<file path="src/rtl/spi_byte_pkg.sv">
package spi_byte_pkg;
  localparam int BYTE_W = 8;
  localparam int CNT_W  = $clog2(BYTE_W);

  typedef logic [BYTE_W-1:0] byte_t;

  // Effective half period of the master clock in system clocks.
  function automatic int unsigned half_period(int unsigned div);
    return (div == 0) ? 1 : div;
  endfunction

  // Shift one bit in at the LSB end, MSB leaves first.
  function automatic byte_t shift_in(byte_t cur, logic b);
    return {cur[BYTE_W-2:0], b};
  endfunction
endpackage

</file>
<file path="src/rtl/spi_in_sync.sv">
module spi_in_sync #(
  parameter int W = 3,
  parameter int STAGES = 2,
  parameter logic [W-1:0] RST_VAL = '0
) (
  input  logic         clk,
  input  logic         rst_n,
  input  logic [W-1:0] d,
  output logic [W-1:0] q
);
  logic [W-1:0] stg [STAGES];

  always_ff @(posedge clk or negedge rst_n) begin
    if (!rst_n) begin
      for (int i = 0; i < STAGES; i++) stg[i] <= RST_VAL;
    end else begin
      stg[0] <= d;
      for (int i = 1; i < STAGES; i++) stg[i] <= stg[i-1];
    end
  end

  assign q = stg[STAGES-1];
endmodule

</file>
<file path="src/rtl/spi_sck_gen.sv">
module spi_sck_gen
  import spi_byte_pkg::*;
#(
  parameter int DIV_W = 4
) (
  input  logic             clk,
  input  logic             rst_n,
  input  logic             run,
  input  logic [DIV_W-1:0] div,
  output logic             sck,
  output logic             tick_rise,
  output logic             tick_fall
);
  logic [DIV_W-1:0] cnt;
  logic             tick;

  assign tick      = run && (cnt == DIV_W'(half_period(32'(div)) - 1));
  assign tick_rise = tick & ~sck;
  assign tick_fall = tick & sck;

  always_ff @(posedge clk or negedge rst_n) begin
    if (!rst_n) begin
      cnt <= '0;
      sck <= 1'b0;
    end else if (!run) begin
      cnt <= '0;
      sck <= 1'b0;
    end else if (tick) begin
      cnt <= '0;
      sck <= ~sck;
    end else begin
      cnt <= cnt + 1'b1;
    end
  end

  AST_SCK_IDLE_LOW: assert property (@(posedge clk) disable iff (!rst_n)
    !run |-> !sck);
endmodule

</file>
<file path="src/rtl/spi_shift_core.sv">
module spi_shift_core
  import spi_byte_pkg::*;
(
  input  logic  clk,
  input  logic  rst_n,
  input  logic  mode_master,
  input  logic  load,
  input  byte_t load_data,
  input  logic  rise,
  input  logic  fall,
  input  logic  abort,
  input  logic  in_bit,
  output logic  out_bit,
  output logic  run,
  output logic  busy,
  output logic  byte_done,
  output byte_t rx_byte
);
  byte_t            sreg;
  logic [CNT_W-1:0] cnt;
  logic             hi;
  logic             samp;
  logic             last_bit;

  assign last_bit  = (cnt == CNT_W'(BYTE_W - 1));
  assign byte_done = fall && last_bit && !abort;
  assign busy      = run | hi | (cnt != '0);
  assign out_bit   = sreg[BYTE_W-1];
  assign rx_byte   = shift_in(sreg, samp);

  always_ff @(posedge clk or negedge rst_n) begin
    if (!rst_n) begin
      sreg <= '0;
      cnt  <= '0;
      hi   <= 1'b0;
      samp <= 1'b0;
      run  <= 1'b0;
    end else begin
      if (load) begin
        sreg <= load_data;
        if (mode_master) run <= 1'b1;
      end
      if (abort) begin
        cnt <= '0;
        hi  <= 1'b0;
      end else if (rise) begin
        samp <= in_bit;
        hi   <= 1'b1;
      end else if (fall) begin
        sreg <= shift_in(sreg, samp);
        hi   <= 1'b0;
        cnt  <= cnt + 1'b1;
        if (last_bit) run <= 1'b0;
      end
    end
  end

  AST_TX_HELD: assert property (@(posedge clk) disable iff (!rst_n)
    busy && !fall |=> $stable(sreg));
endmodule

</file>
<file path="src/rtl/spi_byte_ctrl.sv">
module spi_byte_ctrl
  import spi_byte_pkg::*;
#(
  parameter int DIV_W = 4,
  parameter int SYNC_STAGES = 2
) (
  input  logic             clk,
  input  logic             rst_n,
  input  logic             mode_master,
  input  logic [DIV_W-1:0] div,
  input  logic             irq_en,
  input  logic             wr_en,
  input  logic [7:0]       wr_data,
  input  logic             rd_en,
  input  logic             flag_clr,
  output logic [7:0]       rd_data,
  output logic             done_flag,
  output logic             wcol_flag,
  output logic             irq,
  input  logic             cs_assert,
  output logic             cs_n_o,
  output logic             sck_o,
  output logic             mosi_o,
  input  logic             miso_i,
  input  logic             sck_i,
  input  logic             ss_n_i,
  input  logic             mosi_i,
  output logic             miso_o,
  output logic             miso_oe
);
  // Slave inputs: {sck, ss_n, mosi}, select resets inactive.
  logic [2:0] s_in;
  logic       s_sck, s_ss_n, s_mosi, s_sck_q;

  spi_in_sync #(.W(3), .STAGES(SYNC_STAGES), .RST_VAL(3'b010)) u_sync (
    .clk(clk), .rst_n(rst_n), .d({sck_i, ss_n_i, mosi_i}), .q(s_in)
  );
  assign {s_sck, s_ss_n, s_mosi} = s_in;

  always_ff @(posedge clk or negedge rst_n) begin
    if (!rst_n) s_sck_q <= 1'b0;
    else        s_sck_q <= s_sck;
  end

  // Named internal events.
  logic s_sel, s_rise, s_fall, abort;
  logic m_rise, m_fall, run, busy, byte_done, load, out_bit;
  logic rise, fall, in_bit;
  byte_t rx_byte;

  assign s_sel  = !mode_master && !s_ss_n;
  assign s_rise = s_sel && s_sck && !s_sck_q;
  assign s_fall = s_sel && !s_sck && s_sck_q;
  assign abort  = !mode_master && s_ss_n;
  assign load   = wr_en && !busy;

  spi_sck_gen #(.DIV_W(DIV_W)) u_sck (
    .clk(clk), .rst_n(rst_n), .run(run), .div(div),
    .sck(sck_o), .tick_rise(m_rise), .tick_fall(m_fall)
  );

  assign rise   = mode_master ? m_rise : s_rise;
  assign fall   = mode_master ? m_fall : s_fall;
  assign in_bit = mode_master ? miso_i : s_mosi;

  spi_shift_core u_core (
    .clk(clk), .rst_n(rst_n), .mode_master(mode_master),
    .load(load), .load_data(wr_data), .rise(rise), .fall(fall),
    .abort(abort), .in_bit(in_bit), .out_bit(out_bit), .run(run),
    .busy(busy), .byte_done(byte_done), .rx_byte(rx_byte)
  );

  assign mosi_o  = out_bit;
  assign miso_o  = out_bit;
  assign miso_oe = s_sel;
  assign irq     = done_flag && irq_en;

  always_ff @(posedge clk or negedge rst_n) begin
    if (!rst_n) begin
      rd_data   <= '0;
      done_flag <= 1'b0;
      wcol_flag <= 1'b0;
      cs_n_o    <= 1'b1;
    end else begin
      cs_n_o <= ~cs_assert;
      if (byte_done) begin
        rd_data   <= rx_byte;
        done_flag <= 1'b1;
      end else if (rd_en || flag_clr) begin
        done_flag <= 1'b0;
      end
      if (wr_en && busy)  wcol_flag <= 1'b1;
      else if (flag_clr)  wcol_flag <= 1'b0;
    end
  end

  AST_FLAG_ON_DONE: assert property (@(posedge clk) disable iff (!rst_n)
    byte_done |=> done_flag);
  AST_RX_CAPTURE: assert property (@(posedge clk) disable iff (!rst_n)
    byte_done |=> rd_data == $past(rx_byte));
  AST_WCOL_SET: assert property (@(posedge clk) disable iff (!rst_n)
    wr_en && busy |=> wcol_flag);
  AST_MISO_ROLE: assert property (@(posedge clk) disable iff (!rst_n)
    miso_oe |-> !mode_master);
endmodule

</file>
<file path="config.mk">
export PLATFORM = sky130hd
export DESIGN_NAME = spi_byte_ctrl
export DESIGN_NICKNAME = d
export VERILOG_FILES = /design/src/rtl/spi_byte_pkg.sv /design/src/rtl/spi_in_sync.sv /design/src/rtl/spi_sck_gen.sv /design/src/rtl/spi_shift_core.sv /design/src/rtl/spi_byte_ctrl.sv
export SDC_FILE = /design/constraint.sdc
export NUM_CORES = 1
export LEC_CHECK = 0
export ABC_AREA = 0
export BUFFER_PORTS_ARGS = -buffer_cell sky130_fd_sc_hd__buf_2
export CORE_ASPECT_RATIO = 1.25
export CORE_UTILIZATION = 25
export CTS_CLUSTER_SIZE = 10
export DETAILED_ROUTE_END_ITERATION = 10
export SLEW_MARGIN = 40
export SYNTH_ARGS = -nofsm -noshare
export SYNTH_HDL_FRONTEND = slang
export SYNTH_SLANG_ARGS = --single-unit
export TNS_END_PERCENT = 30
</file>
<file path="constraint.sdc">
create_clock -name clk -period 2.2 [get_ports clk]
set_clock_uncertainty 0.2 [all_clocks]
set_input_delay 0.11 -clock clk [delete_from_list [all_inputs] [get_ports clk]]
set_output_delay 0.11 -clock clk [all_outputs]
set_load 0.01 [all_outputs]
</file>
==> metrics <==
Clock Tree Buf Depth=2; max-slew violations=0; gr ovfl total=0; fillcell total=672; HPWL after DPL=2310 um; ant diodes=0; critical path capture point type=register; RSZ-0062 raised after global routing=false; vias in the first global route=1276; pin count of the biggest net entering global routing=38; DR vias/cell=4.23; final hold vios=0; number of CTS-inserted buffers=5; syn_nets=163; WS Path Type=reg2reg; Clk Latency, worst-skew pair=290 ps; CP required=2170 ps; share of cells above drive strength 1=43.9%; worst reg-to-reg setup slack=120 ps; Port Buf Inserts=39; Worst Path Arrival=2060 ps; FF+latch count, synth=37; Root Buffer Master=clkbuf_8; status=finished clean; Reg clk slew, reported paths=70 ps; DRT Wirelength=3350 um; Switching Share=27.2%; Peak supply drop=0.310 mV; sequential share of the synthesized area=53.6%; CP endpoint=u_core.sreg[0]; P&R area growth vs syn=38.0%; Pleak=0.00120 uW; relative slew slack=68.5%; reg2reg start=u_sck.cnt[0]; Reg2Reg Capture Point=u_core.sreg[0]; Std-Cell Rows=33; Power Density=925 mW/mm^2; startpoint types=register; initial antenna violation count=0; Die Ht=95.1 um; Tightest Pin Transition=473 ps; DR DRC count=0; Die ar.=0.00728 mm^2; Starting Density=26.1%; FF-to-FF path depth=6; CP Max Fanout=12; number of max-cap violations=0; Final ANT Viol Nets=0; Critical Path Start=u_sck.cnt[0]; Setup violations, final=0; Tmin final=2080 ps; Avg Inst Size Synth=12.9 um^2; part of the power in registers=43.3%; synth warn=0; commonest non-fill, non-tap cell in the layout=buf_2; Logic pwr share=29.2%; power share of the clock group=27.5%; nets=233; Core ar.=0.00665 mm^2; worst hold slack=38.4 ps; FMAX=0.480 GHz; CTS tree=done; post-synthesis cell type count=36; final cycle utilization of the critical path=94.6%; first-pass GRT wire length=5640 um; Post-Synthesis Cells=134; Final GP Congestion=0.677; total power=2210 uW; Worst Hold Class=in2reg; end-of-flow core utilization=36.0%; htree depth=2; Sequential Area=930 um^2; DR vias=1235; Die Wd=76.5 um; Multi-input gate area=759 um^2; commonest non-fill, non-tap cells in the layout=buf_2, dfrtp_1, mux2_2; Mapped Area=0.00173 mm^2; Total GRT Usage=10.3%; # clock sinks=37; internal power=1610 uW; WL/cell=11.5 um; DRT iter0 DRCs=43; I/O pin count=40; Psw=602 uW; drt pass-1 iters=4
[kinds of logic (layout without fill, tap and decap cells)]
logic type                 Yosys count  after routing  share of synthesized area [%]
DFF                                 37             37                           53.6
and+or+nand+nor                     37             37                           12.6
muxes                               29             29                           19.9
buffers and inverters               12             83                           3.32
AOI/OAI and AO/OA                    9              9                           3.61
adders and majority gates            5              5                           3.61
xor gates and xnor gates             5              5                           3.39
[cell usage after synthesis]
library cell	count	area, um^2
a21boi_0	1	7.51
nor4b_1	1	8.76
and3_1	1	6.26
dfrtp_1	34	851
nand4_1	1	6.26
nor3_1	1	5.00
and2_1	2	12.5
inv_1	9	33.8
nor4b_2	1	15.0
dfstp_2	3	78.8
mux2_2	20	225
ha_1	5	62.6
xnor2_1	3	26.3
a21oi_1	1	5.00
nor2_1	10	37.5
nand3_1	2	10.0
a21oi_2	1	8.76
nor4b_4	1	23.8
nand3b_1	2	15.0
nor2_2	2	12.5
buf_2	1	5.00
xor3_1	1	23.8
o21ai_0	1	5.00
xor2_1	1	8.76
o21ai_2	1	8.76
buf_6	1	11.3
nor3b_1	1	7.51
mux2i_1	3	30.0
nor2b_1	3	18.8
o22ai_1	2	12.5
mux2_4	6	90.1
a211o_1	1	8.76
nand2_1	7	26.3
a31oi_1	1	6.26
nand2b_1	2	12.5
buf_4	1	7.51
[per-stage QoR]
step                      setup slack, ps  cells  TNS (ps)  cell area (um^2)
after floorplan                       175    134         0              1730
after global placement               -311    266     -4280              2080
after detailed placement             -344    266     -4880              2080
after CTS                             108    292         0              2390
after global routing                 15.2    292         0              2390
final                                 118    292         0              2390
[worst max-delay path, cell delays in order, from the launching register on]
cell	delay, ps
dfrtp_1	430
nor3b_1	160
o22ai_1	190
buf_4	150
a21oi_2	80
nor2_4	370
mux2_2	380
[worst min path at each step]
stage,end,from,depth (start not counted)
2_1_floorplan,done_flag,rst_n,0
4_1_cts,u_core.run,mode_master,3
5_1_grt,u_core.run,mode_master,3
3_5_place_dp,u_sync.stg[5],rst_n,1
6_report,u_core.run,mode_master,3
3_3_place_gp,u_sync.stg[4],ss_n_i,1
[power by group through the flow]
stage | combinational [uW] | sequential [uW] | clock (uW)
4_1_cts | 656 | 963 | 632
3_5_place_dp | 627 | 973 | 0
2_1_floorplan | 439 | 954 | 0
3_3_place_gp | 612 | 969 | 0
6_report | 646 | 959 | 608
5_1_grt | 720 | 990 | 656
[flip-flops by register name, indices dropped and copies added, names as in the netlist]
| signal | count |
|---|---|
| cs_n_o | 1 |
| rd_data | 8 |
| s_sck_q | 1 |
| u_core.cnt | 3 |
| u_sync.stg | 3 |
| u_core.samp | 1 |
| u_core.sreg | 8 |
| wcol_flag | 1 |
| u_sck.cnt | 4 |
| done_flag | 1 |
| u_sync.q | 3 |
| u_sck.sck | 1 |
| u_core.hi | 1 |
| u_core.run | 1 |
[per-layer routing]
layer	wire [um]	vias up	part of all wire [%]	GRT usage (%)
met2	1650	25	49	18.6
met4	72	0	2.2	5.77
met1	1480	610	44	10.6
met3	142	4	4.2	3.25
li1	-	596	-	-
met5	0	-	0	0
[repair_timing]
action	in CTS	in global routing
endpoints found under the hold margin	53	0
setup endpoints to repair	16	0
buffers inserted	0	0
resized for setup	2	0
hold buffers	18	0
[cell type report]
cell class	count	share of cell area, %
Clock buffer	7	3.61
Clock inverter	1	1.25
Inverter	9	1.41
Multi-Input combinational cell	85	31.7
Sequential cell	37	38.8
Tap cell	87	4.55
Timing Repair Buffer	66	18.6
Note: power is estimated with default switching activity, not from simulation.
